## config.mk

```make
export PLATFORM = sky130hd
export DESIGN_NAME = strap_boot_ctrl
export DESIGN_NICKNAME = d
export VERILOG_FILES = /design/src/rtl/strap_pkg.sv /design/src/rtl/strap_sync.sv /design/src/rtl/strap_hold.sv /design/src/rtl/strap_decode.sv /design/src/rtl/strap_boot_ctrl.sv
export SDC_FILE = /design/constraint.sdc
export NUM_CORES = 1
export LEC_CHECK = 0
export ABC_AREA = 1
export BUFFER_PORTS_ARGS = -buffer_cell sky130_fd_sc_hd__buf_4
export CAP_MARGIN = 40
export CORE_AREA = 10 10 47 49
export DETAILED_ROUTE_END_ITERATION = 6
export DIE_AREA = 0 0 57 59
export GPL_ROUTABILITY_DRIVEN = 0
export PLACE_DENSITY = 0.62
export SETUP_SLACK_MARGIN = 0.4
export SLEW_MARGIN = 20
export SYNTH_ARGS = -nofsm -noshare
export SYNTH_HDL_FRONTEND = slang
export SYNTH_SLANG_ARGS = --single-unit
```

## constraint.sdc

```tcl
create_clock -name clk -period 1.2 [get_ports clk]
set_clock_uncertainty 0.2 [all_clocks]
set_input_delay 0.3 -clock clk [delete_from_list [all_inputs] [get_ports clk]]
set_output_delay 0.3 -clock clk [all_outputs]
set_load 0.03 [all_outputs]
```

## src/rtl/strap_pkg.sv

```systemverilog
package strap_pkg;
  localparam int STRAP_W = 4;
  localparam int IDX_A   = 0;
  localparam int IDX_B   = 1;
  localparam int IDX_C   = 2;
  localparam int IDX_D   = 3;
  localparam int STAT_W  = 3;
  localparam logic [STRAP_W-1:0] STRAP_DEFAULT = 4'b0100;

  typedef enum logic [1:0] {
    BOOT_SPI = 2'b00,
    BOOT_DL  = 2'b01,
    BOOT_BAD = 2'b10
  } boot_mode_e;

  function automatic boot_mode_e f_boot_mode(input logic pin_b, input logic pin_c);
    if (pin_c)      return BOOT_SPI;
    else if (pin_b) return BOOT_DL;
    else            return BOOT_BAD;
  endfunction

  function automatic logic f_print(input logic [1:0] fuse, input logic pin_b);
    case (fuse)
      2'd0:    return 1'b1;
      2'd1:    return ~pin_b;
      2'd2:    return pin_b;
      default: return 1'b0;
    endcase
  endfunction

  function automatic logic f_jtag_pins(input logic fuse, input logic pin_d);
    return fuse & ~pin_d;
  endfunction
endpackage

```

## src/rtl/strap_sync.sv

```systemverilog
module strap_sync #(
  parameter int W = 4,
  parameter int STAGES = 2,
  parameter logic [W-1:0] CLR_VAL = '0
) (
  input  logic         clk,
  input  logic         clr,
  input  logic [W-1:0] d,
  output logic [W-1:0] q
);
  logic [W-1:0] stg [STAGES];

  for (genvar s = 0; s < STAGES; s++) begin : g_stage
    if (s == 0) begin : g_first
      always_ff @(posedge clk) begin
        if (clr) stg[0] <= CLR_VAL;
        else     stg[0] <= d;
      end
    end else begin : g_next
      always_ff @(posedge clk) begin
        if (clr) stg[s] <= CLR_VAL;
        else     stg[s] <= stg[s-1];
      end
    end
  end

  assign q = stg[STAGES-1];
endmodule

```

## src/rtl/strap_hold.sv

```systemverilog
module strap_hold
  import strap_pkg::*;
(
  input  logic               clk,
  input  logic               clr,
  input  logic               win_open,
  input  logic [STRAP_W-1:0] d,
  output logic [STRAP_W-1:0] q
);
  logic load_now;
  assign load_now = win_open & ~clr;

  always_ff @(posedge clk) begin
    if (clr)           q <= STRAP_DEFAULT;
    else if (load_now) q <= d;
  end

  p_capture_r1: assert property (@(posedge clk) disable iff (clr)
    win_open |=> (q == $past(d)));
  p_hold_r2: assert property (@(posedge clk) disable iff (clr)
    (!win_open && !$past(clr)) |=> $stable(q));
  p_clear_r3: assert property (@(posedge clk) disable iff (clr)
    $fell(clr) |-> (q == STRAP_DEFAULT));
endmodule

```

## src/rtl/strap_decode.sv

```systemverilog
module strap_decode
  import strap_pkg::*;
(
  input  logic               clk,
  input  logic               clr,
  input  logic [STRAP_W-1:0] strap,
  input  logic [1:0]         fuse_print,
  input  logic               fuse_jtag,
  output logic [STAT_W-1:0]  stat,
  output logic [1:0]         boot_mode,
  output logic               print_en,
  output logic               jtag_pins,
  output logic               strap_bad
);
  boot_mode_e mode;

  always_comb begin
    mode      = f_boot_mode(strap[IDX_B], strap[IDX_C]);
    boot_mode = mode;
    strap_bad = ~strap[IDX_B] & ~strap[IDX_C];
    print_en  = f_print(fuse_print, strap[IDX_B]);
    jtag_pins = f_jtag_pins(fuse_jtag, strap[IDX_D]);
    stat      = {strap[IDX_D], strap[IDX_B], strap[IDX_A]};
  end

  p_bad_mode_r7: assert property (@(posedge clk) disable iff (clr)
    strap_bad |-> (boot_mode == BOOT_BAD));
  p_spi_mode_r6: assert property (@(posedge clk) disable iff (clr)
    strap[IDX_C] |-> (boot_mode == BOOT_SPI && !strap_bad));
  p_print_on_r8: assert property (@(posedge clk) disable iff (clr)
    (fuse_print == 2'd0) |-> print_en);
  p_print_off_r8: assert property (@(posedge clk) disable iff (clr)
    (fuse_print == 2'd3) |-> !print_en);
  p_jtag_usb_r9: assert property (@(posedge clk) disable iff (clr)
    !fuse_jtag |-> !jtag_pins);
endmodule

```

## src/rtl/strap_boot_ctrl.sv

```systemverilog
module strap_boot_ctrl
  import strap_pkg::*;
#(
  parameter int NUM_RST_SRC = 5,
  parameter int SYNC_STAGES = 2
) (
  input  logic                   clk,
  input  logic                   pwr_dn,
  input  logic [NUM_RST_SRC-1:0] rst_src,
  input  logic [STRAP_W-1:0]     pad_in,
  input  logic [1:0]             fuse_print,
  input  logic                   fuse_jtag,
  output logic [STAT_W-1:0]      strap_stat,
  output logic [1:0]             boot_mode,
  output logic                   print_en,
  output logic                   jtag_pins,
  output logic                   strap_bad
);
  logic               win_open;
  logic [STRAP_W-1:0] pad_sync;
  logic [STRAP_W-1:0] strap_q;

  assign win_open = |rst_src;

  strap_sync #(
    .W(STRAP_W), .STAGES(SYNC_STAGES), .CLR_VAL(STRAP_DEFAULT)
  ) u_sync (
    .clk(clk), .clr(pwr_dn), .d(pad_in), .q(pad_sync)
  );

  strap_hold u_hold (
    .clk(clk), .clr(pwr_dn), .win_open(win_open), .d(pad_sync), .q(strap_q)
  );

  strap_decode u_dec (
    .clk(clk), .clr(pwr_dn), .strap(strap_q),
    .fuse_print(fuse_print), .fuse_jtag(fuse_jtag),
    .stat(strap_stat), .boot_mode(boot_mode), .print_en(print_en),
    .jtag_pins(jtag_pins), .strap_bad(strap_bad)
  );

  p_closed_stable_r2: assert property (@(posedge clk) disable iff (pwr_dn)
    (!win_open && !$past(pwr_dn)) |=> $stable(strap_stat));
endmodule

```

==> results.md, run 1 <==
- The total of flip-flops plus latches after synthesis is 12.
- The critical path is of the register to output pin type.
- Dividing total power by cell area gives a power density of between 1000 and 1500 nW/um^2.
- The routed layout has between 400 and 500 vias.
- The kind of end point of the critical path is an output pin.
- Dividing the detail-routed wire length by the instance count gives 9.81 um.
- The switching portion of total power is 23.8%.
- The sink count of the clock tree is 12.
- Summed over all layers, the routed wires come to a little under 1 mm.
- The total of warnings raised by yosys is 0.
- Counting distinct cell types in the post-synthesis netlist gives 14.
- The initial core utilization is 33.6%.
- The critical path goes through mux2i_4, buf_6.
- The critical register-to-register path startpoint is u_hold.q[1].
- The remaining global-route overflow is 0.
- The sort of element at the start of the critical path is a register.
- The fraction of power consumed by sequential logic is 47.4%.
- The total met3 wirelength after detailed routing is 91 um.
- Of the total power, the clock network draws 35.8%.
- The part of the Yosys area used for sequential elements is slightly above 50%.
- Each instance of the synthesized netlist takes up on average just under 8 um^2.
- For this run, the slowest stage of the critical path takes 0.38 ns.
- dfxtp_1 takes more of the synthesized area than any other cell.
- The cell area that synthesis handed to floorplanning was about 470 um^2.
- For this design the total switching power over the nets is 211 uW.
- The sum of met2 wire segment lengths after detailed routing is 467 um.
- The number of buffers inserted by port buffering is 21.
- The detailed router put a total of 369 um of wire on met1.
- Row generation in the floorplan step produced 14 rows.
- The number of nets in the final layout is 98.
- The worst hold-check path type is primary input to register.
- The hold violation total from the final report came to 0.
- The maximum root-to-sink buffer count is 2.
- The launch point of the worst path is u_hold.q[1].
- The share of the cycle needed by the critical path after routing is 127%.
- The share of cells above drive strength 1 is 56.6%.
- Dividing the detail-routed via count by the number of cells gives ~4.2.
- The remaining antenna violation count is 0.
- After clock tree synthesis, the clock-pin slew on the worst setup and hold paths is 0.07 ns.
- The first global-routing pass estimated 1.73 mm of wire.
- Global routing consumed, over all layers together, ~6.7% of the routing resources.
- Counting every net in the synthesized netlist gives 74.
- Relative to the synthesized area, the layout overhead comes to 69.9%.
- After detailed routing, no signal wire sits above met4.
- The via count of the first global-routing pass was 417.
- The internal power of the cells totals 676 uW.
- The leakage power total is 0.000382 uW.
- For this run, design rule violations remaining after detail routing come to 0.
- The clock tree from TritonCTS is built.
- The data arrival time of the critical path is 1.02 ns.
- In this run, the number of DRC markers left after iteration 0 of detailed routing was 4.
- 0 antenna diodes ended up in the layout.
- The final total power is between 800 and 900 uW.
- For hold timing, the worst endpoint is u_sync.stg[0][2].
- Across the VDD grid, the largest voltage drop is 0.000720 V.
- For the pin with the worst max-slew slack, the measured transition is 0.126 ns.
- The time the worst path needs with I/O delays and setup is 1.52 ns.
- In the post-synthesis netlist, the biggest area contributors are dfxtp_1 (51%), nor2_1 (12%), inv_1 (8.8%).
- The filler cells instantiated in the layout total 131.
- The core region is 1400 um^2.
- The clock network latency to the later pin of the worst-skew pair is 0.27 ns.
- Setup repair after global routing could not meet its margin everywhere.
- The die covers 3360 um^2.
- The worst hold path begins at pad_in[2].
- Across all register-to-register paths, the minimum setup slack is 0.19 ns.
- The relative slew slack is 91.4%.
- The flow ran to the end, but the final reports show violations.
- Once placement finished, the instance area stood at 682 um^2.
- Entering global routing, the biggest net connects 10 pins.
- Across the whole layout, storage elements account for 253 um^2.
- The initial antenna violation count was 0.
- The final reports fail on setup timing.
- The fraction of power consumed by combinational cells is 16.8%.
- After layout, the worst setup slack is -0.323 ns.
- In this run the critical register-to-register path is captured at u_hold.q[1].
- The multi-input combinational cells in the finished layout cover a total of 199 um^2.
- The worst path required time is 0.70 ns.
- The count of maximum capacitance violations is 0.
- Summed over all nets, the half-perimeter wirelength after detailed placement is 788 um.
- TritonCTS created 3 clock buffers.
- The floorplan die width is 57 um.
- For this design, the slowest cell found on the critical path is dfxtp_4.
- The pre-antenna-repair detailed-routing pass consisted of 2 iterations.
- After routing the design area is approximately 800 um^2.
- The chip height is 59 um.
- The count of final setup violators is 8.
- The number of cells on the worst reg-to-reg path is 4.
- Based on the critical path, the design can be clocked at up to 0.656 GHz.
- The CTS root buffer is clkbuf_4.
- The fraction of synthesized cell area taken by the top area cell type is 51.1%.
- The worst hold path depth is 2.
- The number of H-tree levels is 1.
- The final max-slew violation count came to 0.
- In this run the worst path has a maximum fanout of 4.
- The post-layout utilization of the core is 57.1%.
- The number of placed I/O pins is 22.
- The worst setup timing slack at the placement stage is -0.0385 ns.
- After technology mapping, the gate count stands at 60.
## power by group through the flow
| stage | Sequential, uW | Clock (uW) | Combinational [uW] |
|---|---|---|---|
| 2_1_floorplan | 432 | 0 | 79.8 |
| 3_3_place_gp | 432 | 0 | 128 |
| 3_5_place_dp | 432 | 0 | 131 |
| 4_1_cts | 420 | 328 | 143 |
| 5_1_grt | 423 | 356 | 163 |
| 6_report | 420 | 318 | 149 |
## critical path, delay by kind of cell (launching register included)
family / cells / cell delay [ns]
muxes: 1 / 0.22
buffers and inverters: 1 / 0.15
DFF: 1 / 0.38
## area by class of cell
class	instances	area share, %
Multi-Input combinational cell	30	24.9
Clock buffer	4	4.54
Sequential cell	12	31.6
Tap cell	16	2.50
Timing Repair Buffer	24	28.6
Inverter	13	7.82
## worst max path at each step
stage                         endpoint  slack [ns]  cells past startpoint
final                         print_en       -0.32                      2
after global routing          print_en       -0.36                      2
after CTS                     print_en       -0.33                      2
after detailed placement      print_en       -0.04                      2
after global placement        print_en       -0.03                      2
after floorplan           boot_mode[1]       -0.02                      2
## cells in the mapped netlist
cell,instances
buf_4,4
nand4_1,1
inv_2,1
inv_1,11
nor2_1,15
dfxtp_1,12
buf_2,1
nand2_1,7
nand3_4,1
nand3_1,1
nor2_2,2
mux2i_1,1
clkinv_1,1
or2_1,2
## per-stage QoR
stage	cells	hold slack [ns]	setup TNS, ns
after floorplan	60	0.185	-0.0329
after global placement	93	0.188	-0.0498
after detailed placement	93	0.196	-0.0824
after CTS	98	-0.00394	-1.63
after global routing	99	-0.00254	-1.90
final	99	0.00250	-1.54
## what timing repair did
action                     in CTS  in global routing
gates resized for setup        11                  9
buffers inserted                1                  1
setup endpoints to repair      13                 13
hold endpoints to repair        1                  1
pin swaps                       5                  4
## cells in the final DEF (no fill, tap or decap)
master and instances:
nor2_1 10, buf_6 11, dfxtp_4 3, buf_4 12, inv_2 1, or2_1 2, nand4_1 1, nand3_4 1
nand2_2 3, mux2i_4 1, buf_8 1, inv_1 10, nor2_4 4, clkbuf_4 3, nand3_1 1, nor2_2 3
clkinv_2 1, nand2_1 4, dfxtp_2 1, dfxtp_1 8, clkbuf_8 1, inv_12 1
## cell families after synthesis
| group | count (synthesis) | synth area share (%) |
|---|---|---|
| mux | 1 | 2.13 |
| flops | 12 | 51.1 |
| simple gates | 29 | 29.0 |
| buf+inv | 18 | 17.8 |
## flip-flops by register name, summed over array words and instances, names as in the netlist
signal and cells:
u_sync.stg 8, u_hold.q 4
## routing by layer
layer | global-route usage [%] | vias up
met3 | 3.65 | 5
li1 | - | 213
met1 | 5.72 | 178
met5 | 0 | -
met4 | 7.05 | 0
met2 | 10.7 | 19
Power figures use the tool's default switching activity.
==> inputs of run 2 (changes only) <==
SETUP_SLACK_MARGIN = 0.2   (was 0.4)
==> run 2 against run 1 <==
Against the previous run: the flow still finishes with violations (setup timing); clock-buffer cell count did not move; core utilization fell by 3.8 points; non-clock buffer count fell by 1; sequential power barely moved; largest power group unchanged.
==> results.md, run 2 (synthesis gave the netlist of run 1 again) <==
- The flow ran to the end, but the final reports show violations.
- The final reports fail on setup timing.
- CTS built an H-tree with a depth of 1.
- The capture point of the critical path is print_en.
- The first global-routing pass estimated 1.57 mm of wire.
- STA puts the critical path data required time at 0.70 ns.
- The number of CTS-inserted buffers is 3.
- Setup violations remaining at the end of the flow were counted as 8.
- The post-detailed-placement cell area is roughly 670 um^2.
- The worst hold-check path type is primary input to register.
- The core region is between 1000 and 1500 um^2.
- For the pin with the worst max-slew slack, the measured transition is 0.133 ns.
- Clock-pin slew was measured on the worst setup and hold paths at 0.07 ns.
- The sink count of the clock tree is 12.
- The worst reg-to-reg setup slack is ~0.26 ns.
- The total via count in the routed design is ~410.
- Across all setup checks in the final design, the least slack found is -0.312 ns.
- The average detailed-routed wire length per instance is 9.37 um.
- Using the TritonRoute via totals, the vias-per-cell ratio works out to 4.13.
- 22 I/O pins were placed.
- Cells with a size suffix above 1 make up 48.8% of the layout.
- Row generation in the floorplan step produced 14 rows.
- In this run the static leakage power is 0.000371 uW.
- The clock network latency to the later pin of the worst-skew pair is 0.26 ns.
- The total die area is 3360 um^2.
- The capture point of the worst reg-to-reg path is u_hold.q[1].
- After the first detailed-routing iteration, the DRC count stood at 1.
- The final max-slew violation count is 0.
- The initial antenna violation count is 0.
- Entering global routing, the biggest net connects 10 pins.
- The highest ir drop seen on vdd is 0.000716 V.
- The number of optimization iterations in the first detailed-route pass is 3.
- In this run the horizontal extent of the chip is 57 um.
- The via count of the first global-routing pass came to around 380.
- The class of the most critical setup path is register to output pin.
- In this run the power density over the cells is 1160 nW/um^2.
- At the placement stage, the worst setup path has a slack of -0.0435 ns.
- Setup repair after global routing could not meet its margin everywhere.
- The tree is rooted in a clkbuf_4.
- After global routing the overflow that remains totals 0.
- The area added between synthesis and finish is 58.8%.
- The clock passes through at most 2 buffers.
- After detailed routing, the number of remaining DRC violations is 0.
- The most common cell after layout, fill and taps aside is buf_4.
- Leaving out fill and tap cells, the most frequent cells in the layout are buf_4 (15), nor2_1 (12), inv_1 (10).
- For the worst flop-to-flop path, the logic depth is 3.
- The worst setup path is captured at an output pin.
- The routed design could run at a clock period as short as between 1.5 and 2 ns.
- The antenna diode instance count is 0.
- The initial core utilization is 33.6%.
- The fill cell instance count of the final layout is 146.
- The clock tree from TritonCTS is built.
- The launch point of the worst path is u_hold.q[1].
- The tool flagged a number of max-cap violations equal to 0.
- The worst register-to-register path begins at u_hold.q[1].
- Of the available clock period, the critical path in the final layout requires 126%.
- The largest registers in the layout are u_sync.stg: 8 flops, u_hold.q: 4 flops.
- The hold violation total from the final report was 0.
- The maximum net fanout on the critical path is 4.
- The upper clock frequency limit is 0.661 GHz.
- The register with the most flip-flops in the layout has 8 of them.
- The relative slew slack is between 90% and 100%.
- Data arrives at the worst endpoint at just over 1 ns.
- STA classifies the critical path startpoint as a register.
- During placement, the flow inserted port buffers numbering 21.
- The post-detailed-placement half-perimeter wirelength is 764 um.
- The register name with the most flops is u_sync.stg.
- Global routing used 5.87% of the available tracks.
- At the end of the flow, the number of nets in the layout was 97.
- The die is 59 um tall.
- Summing all non-filler instances in the final layout gives an area of 747 um^2.
- Summed over all layers, the routed wires come to 918 um.
- The detail route stage leaves a number of antenna-violating nets equal to 0.
run 2: cell types whose count changed in the layout (fill, tap and decap cells not counted), sizes merged:
cell	previous run	this run
buf	24	23
run 2: final cells by class:
cell class,count,area (um^2),share of cell area [%]
flip-flops and latches,12,250,33.5
repair buffers,23,203,27.1
multi-input cells,30,176,23.6
inverters,13,61.3,8.21
clock buffers,4,36.3,4.86
well taps,16,20.0,2.68
run 2: worst min path at each step:
stage	start	to	slack, ns	cells after the start
after floorplan	u_sync.stg[0][2]	u_sync.stg[1][2]	0.18	1
after global placement	u_sync.stg[0][2]	u_sync.stg[1][2]	0.19	1
after detailed placement	u_sync.stg[0][0]	u_sync.stg[1][0]	0.19	2
after CTS	pad_in[2]	u_sync.stg[0][2]	0.01	2
after global routing	pad_in[2]	u_sync.stg[0][2]	0.02	2
final	pad_in[2]	u_sync.stg[0][2]	0.02	2
run 2: where the power goes:
| group | total, uW | leakage (uW) | internal, uW | switching [uW] |
|---|---|---|---|---|
| clock network | 309 | 0.0000210 | 184 | 125 |
| registers | 421 | 0.000100 | 413 | 8.55 |
| logic | 134 | 0.000249 | 69.8 | 64.3 |
| total | 864 | 0.000371 | 667 | 198 |
run 2: what timing repair did:
action / 4_1_cts / 5_1_grt
pin swaps: 0 / 0
hold buffers: 0 / 0
endpoints found under the setup margin: 8 / 8
gates resized for setup: 7 / 3
gates cloned: 0 / 0
setup buffers: 0 / 1
run 2: through the flow:
| stage | total power (uW) | hold WS [ns] | instances | utilization [%] | setup TNS, ns |
|---|---|---|---|---|---|
| 2_1_floorplan | 504 | 0.183 | 60 | - | -0.0329 |
| 3_3_place_gp | 554 | 0.185 | 93 | 47.8 | -0.0490 |
| 3_5_place_dp | 559 | 0.195 | 93 | 47.8 | -0.0846 |
| 4_1_cts | 876 | 0.0115 | 97 | 52.0 | -1.56 |
| 5_1_grt | 923 | 0.0221 | 98 | 53.3 | -1.87 |
| 6_report | 864 | 0.0152 | 98 | 53.3 | -1.54 |
run 2: critical path, stage by stage (launching register included):
cell and delay, ns:
dfxtp_4 0.38, mux2i_4 0.22, buf_6 0.15
run 2: metal layers:
layer  up-vias  wire (um)  track usage [%]
met2        18        414             8.37
met3         2        134             3.86
met1       171        355             6.17
met5         -          0                0
met4         0         13             4.03
li1        214          -                -
==> inputs of run 3 (changes only) <==
CORE_AREA = 2 2 39 41   (was 10 10 47 49)
DIE_AREA = 0 0 41 43   (was 0 0 57 59)
clock period = 1.82 ns   (was 1.2 ns; I/O delays follow)
==> run 3 against run 2 <==
Against the previous run: the flow now finishes without violations; global-route usage increased by 4.4 points; routed wire length decreased by 25%; flip-flop and latch count unchanged; clock-buffer cell count unchanged; worst hold slack improved by 0.14 ns; combinational power decreased by 43%; final cell count decreased by 1.0%; non-clock buffer count decreased by 1; total power decreased by 35%; sequential power decreased by 34%; largest power group unchanged; highest routed layer unchanged.
==> results.md, run 3 (synthesis gave the netlist of run 1 again) <==
- The clock tree from TritonCTS is built.
- The register with the most flip-flops in the layout has 8 of them.
- The total die area is 1760 um^2.
- Summing all placed instances gives a cell area of 619 um^2.
- The average detailed-routed wire length per instance is between 7 and 8 um.
- Cell internal power was estimated by the tool at roughly 430 uW.
- The fraction of power consumed by combinational cells is 13.6%.
- The via count of the first global-routing pass is 317.
- The area added between synthesis and finish is 44.9%.
- After detailed routing, the number of remaining DRC violations is 0.
- Across the VDD grid, the largest voltage drop is 0.000364 V.
- Using the TritonRoute via totals, the vias-per-cell ratio works out to 4.08.
- For this run, the detailed router's first-pass iteration total came to 1.
- The largest registers in the layout are u_sync.stg: 8 flops, u_hold.q: 4 flops.
- The setup TNS is 0 ns.
- In this run the remaining antenna-violating nets after routing total 0.
- The leakage power total is 0.000359 uW.
- Based on the critical path, the design can be clocked at up to approximately 0.60 GHz.
- Row generation in the floorplan step produced 14 rows.
- For this design the ratio of total power to cell area is approximately 820 nW/um^2.
- Traced cell by cell, the critical path runs through mux2i_2, buf_6.
- The critical register-to-register path startpoint is u_hold.q[1].
- The switching power total is between 100 and 150 uW.
- The global-route wire length before repair is 1.15 mm.
- Summing all multi-input logic gate instances after layout gives 153 um^2.
- The relative slew slack is 89.0%.
- The sort of element at the start of the critical path is a register.
- Cells fill 49.3% of the core in the end.
- The longest clock path from root to sink contains 2 buffers.
- The tightest hold path in the finished design has a slack of 0.158 ns.
- In this run the number of H-tree levels came out at 1.
- The total via count in the routed design is approximately 400.
- The share of cells above drive strength 1 is 40.7%.
- From bottom edge to top edge, the die measures 43 um.
- Setup repair after global routing could not meet its margin everywhere.
- In this run switching power makes up 22.6% of total power.
- The detailed router's first-iteration violation count is 0.
- The worst reg-to-reg setup slack is 0.89 ns.
- The sink count of the clock tree is 12.
- The most critical setup path has its startpoint at u_hold.q[1].
- In this run the clock root is driven by a clkbuf_4.
- For this block, the routed nets add up to 690 um of wire.
- Entering global routing, the biggest net connects 10 pins.
- During I/O placement, the number of pins put on the boundary was 22.
- For the worst flop-to-flop path, the logic depth is 3.
- On the critical path, the stage with the largest delay is an instance of dfxtp_4.
- Of the total power, the clock network draws ~37%.
- The count of final setup violators is 0.
- After the last flow step, the layout net total stands at 96.
- The number of buffers inserted by port buffering is 21.
- The flow ran to the end, and the final reports show no timing, DRC or antenna violations.
- The placeable core region is 1380 um^2.
- The top cell types in the final layout, fill and taps aside, are buf_4 (18), nor2_1 (14), inv_1 (11), dfxtp_1 (11), nand2_1 (7).
- In this design, the stage delay of the slowest critical-path cell is 0.37 ns.
- The kind of end point of the critical path is an output pin.
- Of all nets on the critical path, the largest fanout is 4.
- The worst path required time is 1.16 ns.
- The most common cell after layout, fill and taps aside is buf_4.
- The hold violation total from the final report is 0.
- Subtracting the final worst setup slack from the clock period gives 1.67 ns.
- The antenna diode instance count is 0.
- Counting flops per register, the top entry is u_sync.stg.
- The capture point of the critical path is print_en.
- The initial utilization of the core area, before any placement, comes to 34.0%.
- The total overflow left after global routing is 0.
- The count of maximum capacitance violations is 0.
- The post-detailed-placement half-perimeter wirelength is 551 um.
- The least setup slack across all paths after layout is 0.151 ns.
- The clock network latency to the later pin of the worst-skew pair is about 0.27 ns.
- In this run the worst hold path is classified as primary input to register.
- Timing analysis after detailed placement gives a worst setup slack of 0.281 ns.
- For the pin with the worst max-slew slack, the measured transition is 0.161 ns.
- The fill cell instance count of the final layout is 160.
- Across every metal layer, demand over resource in global routing totals between 10 and 15%.
- The initial antenna violation count is 0.
- The worst register-to-register path ends at u_hold.q[1].
- The sequential standard cell area is 244 um^2.
- The floorplan die width is 41 um.
- Counting the buffers created by CTS gives 3.
- The final max-slew violation count is 0.
- The class of the most critical setup path is register to output pin.
- Once layout is done, the placed cells without fillers occupy between 600 and 700 um^2.
- In the finished design, the share of the clock period the worst path needs comes to 91.7%.
- Of the total power, registers draw 49.4%.
- Data arrives at the worst endpoint at 1.01 ns.
- The clock-pin transition on the worst setup and hold timing paths is 0.08 ns.
-- run 3: power groups by stage --
| stage | sequential, uW | combinational [uW] | clock (uW) |
|---|---|---|---|
| after floorplan | 284 | 42.3 | 0 |
| after global placement | 284 | 70.8 | 0 |
| after detailed placement | 285 | 73.0 | 0 |
| after CTS | 277 | 74.4 | 215 |
| after global routing | 279 | 84.9 | 235 |
| final | 277 | 76.1 | 207 |
-- run 3: worst min path at each step --
stage | start | end | cells after the start
detailed placement | u_sync.stg[0][3] | u_sync.stg[1][3] | 2
global placement | u_sync.stg[0][2] | u_sync.stg[1][2] | 1
finish | pad_in[2] | u_sync.stg[0][2] | 2
CTS | pad_in[2] | u_sync.stg[0][2] | 2
floorplan | u_sync.stg[0][2] | u_sync.stg[1][2] | 1
global route | pad_in[2] | u_sync.stg[0][2] | 2
-- run 3: worst max-delay path, delay by kind of cell (launching register included) --
family,cells,cell delay (ns)
buffers and inverters,1,0.15
DFF,1,0.37
muxes,1,0.22
-- run 3: per-layer routing --
layer  global-route usage, %  share of wire, %
met5                       0                 0
met3                    4.71                11
met2                    15.9                55
met1                    8.82                34
met4                    10.0              0.58
-- run 3: repair_timing --
| action | in CTS | in global routing |
|---|---|---|
| cloned | 0 | 0 |
| setup endpoints to repair | 2 | 5 |
| setup buffers | 1 | 0 |
| hold buffers | 0 | 0 |
| pin swaps | 0 | 0 |
| resized for setup | 2 | 4 |
-- run 3: stage by stage --
step | power [uW] | cells
after floorplan | 326 | 60
after global placement | 355 | 92
after detailed placement | 358 | 92
after CTS | 567 | 97
after global routing | 599 | 97
final | 560 | 97
-- run 3: final cells by class --
class	count	share of cell area [%]
Clock buffer	4	5.32
Multi-Input combinational cell	30	22.4
Timing Repair Buffer	22	26.4
Tap cell	16	2.94
Inverter	13	7.16
Sequential cell	12	35.8
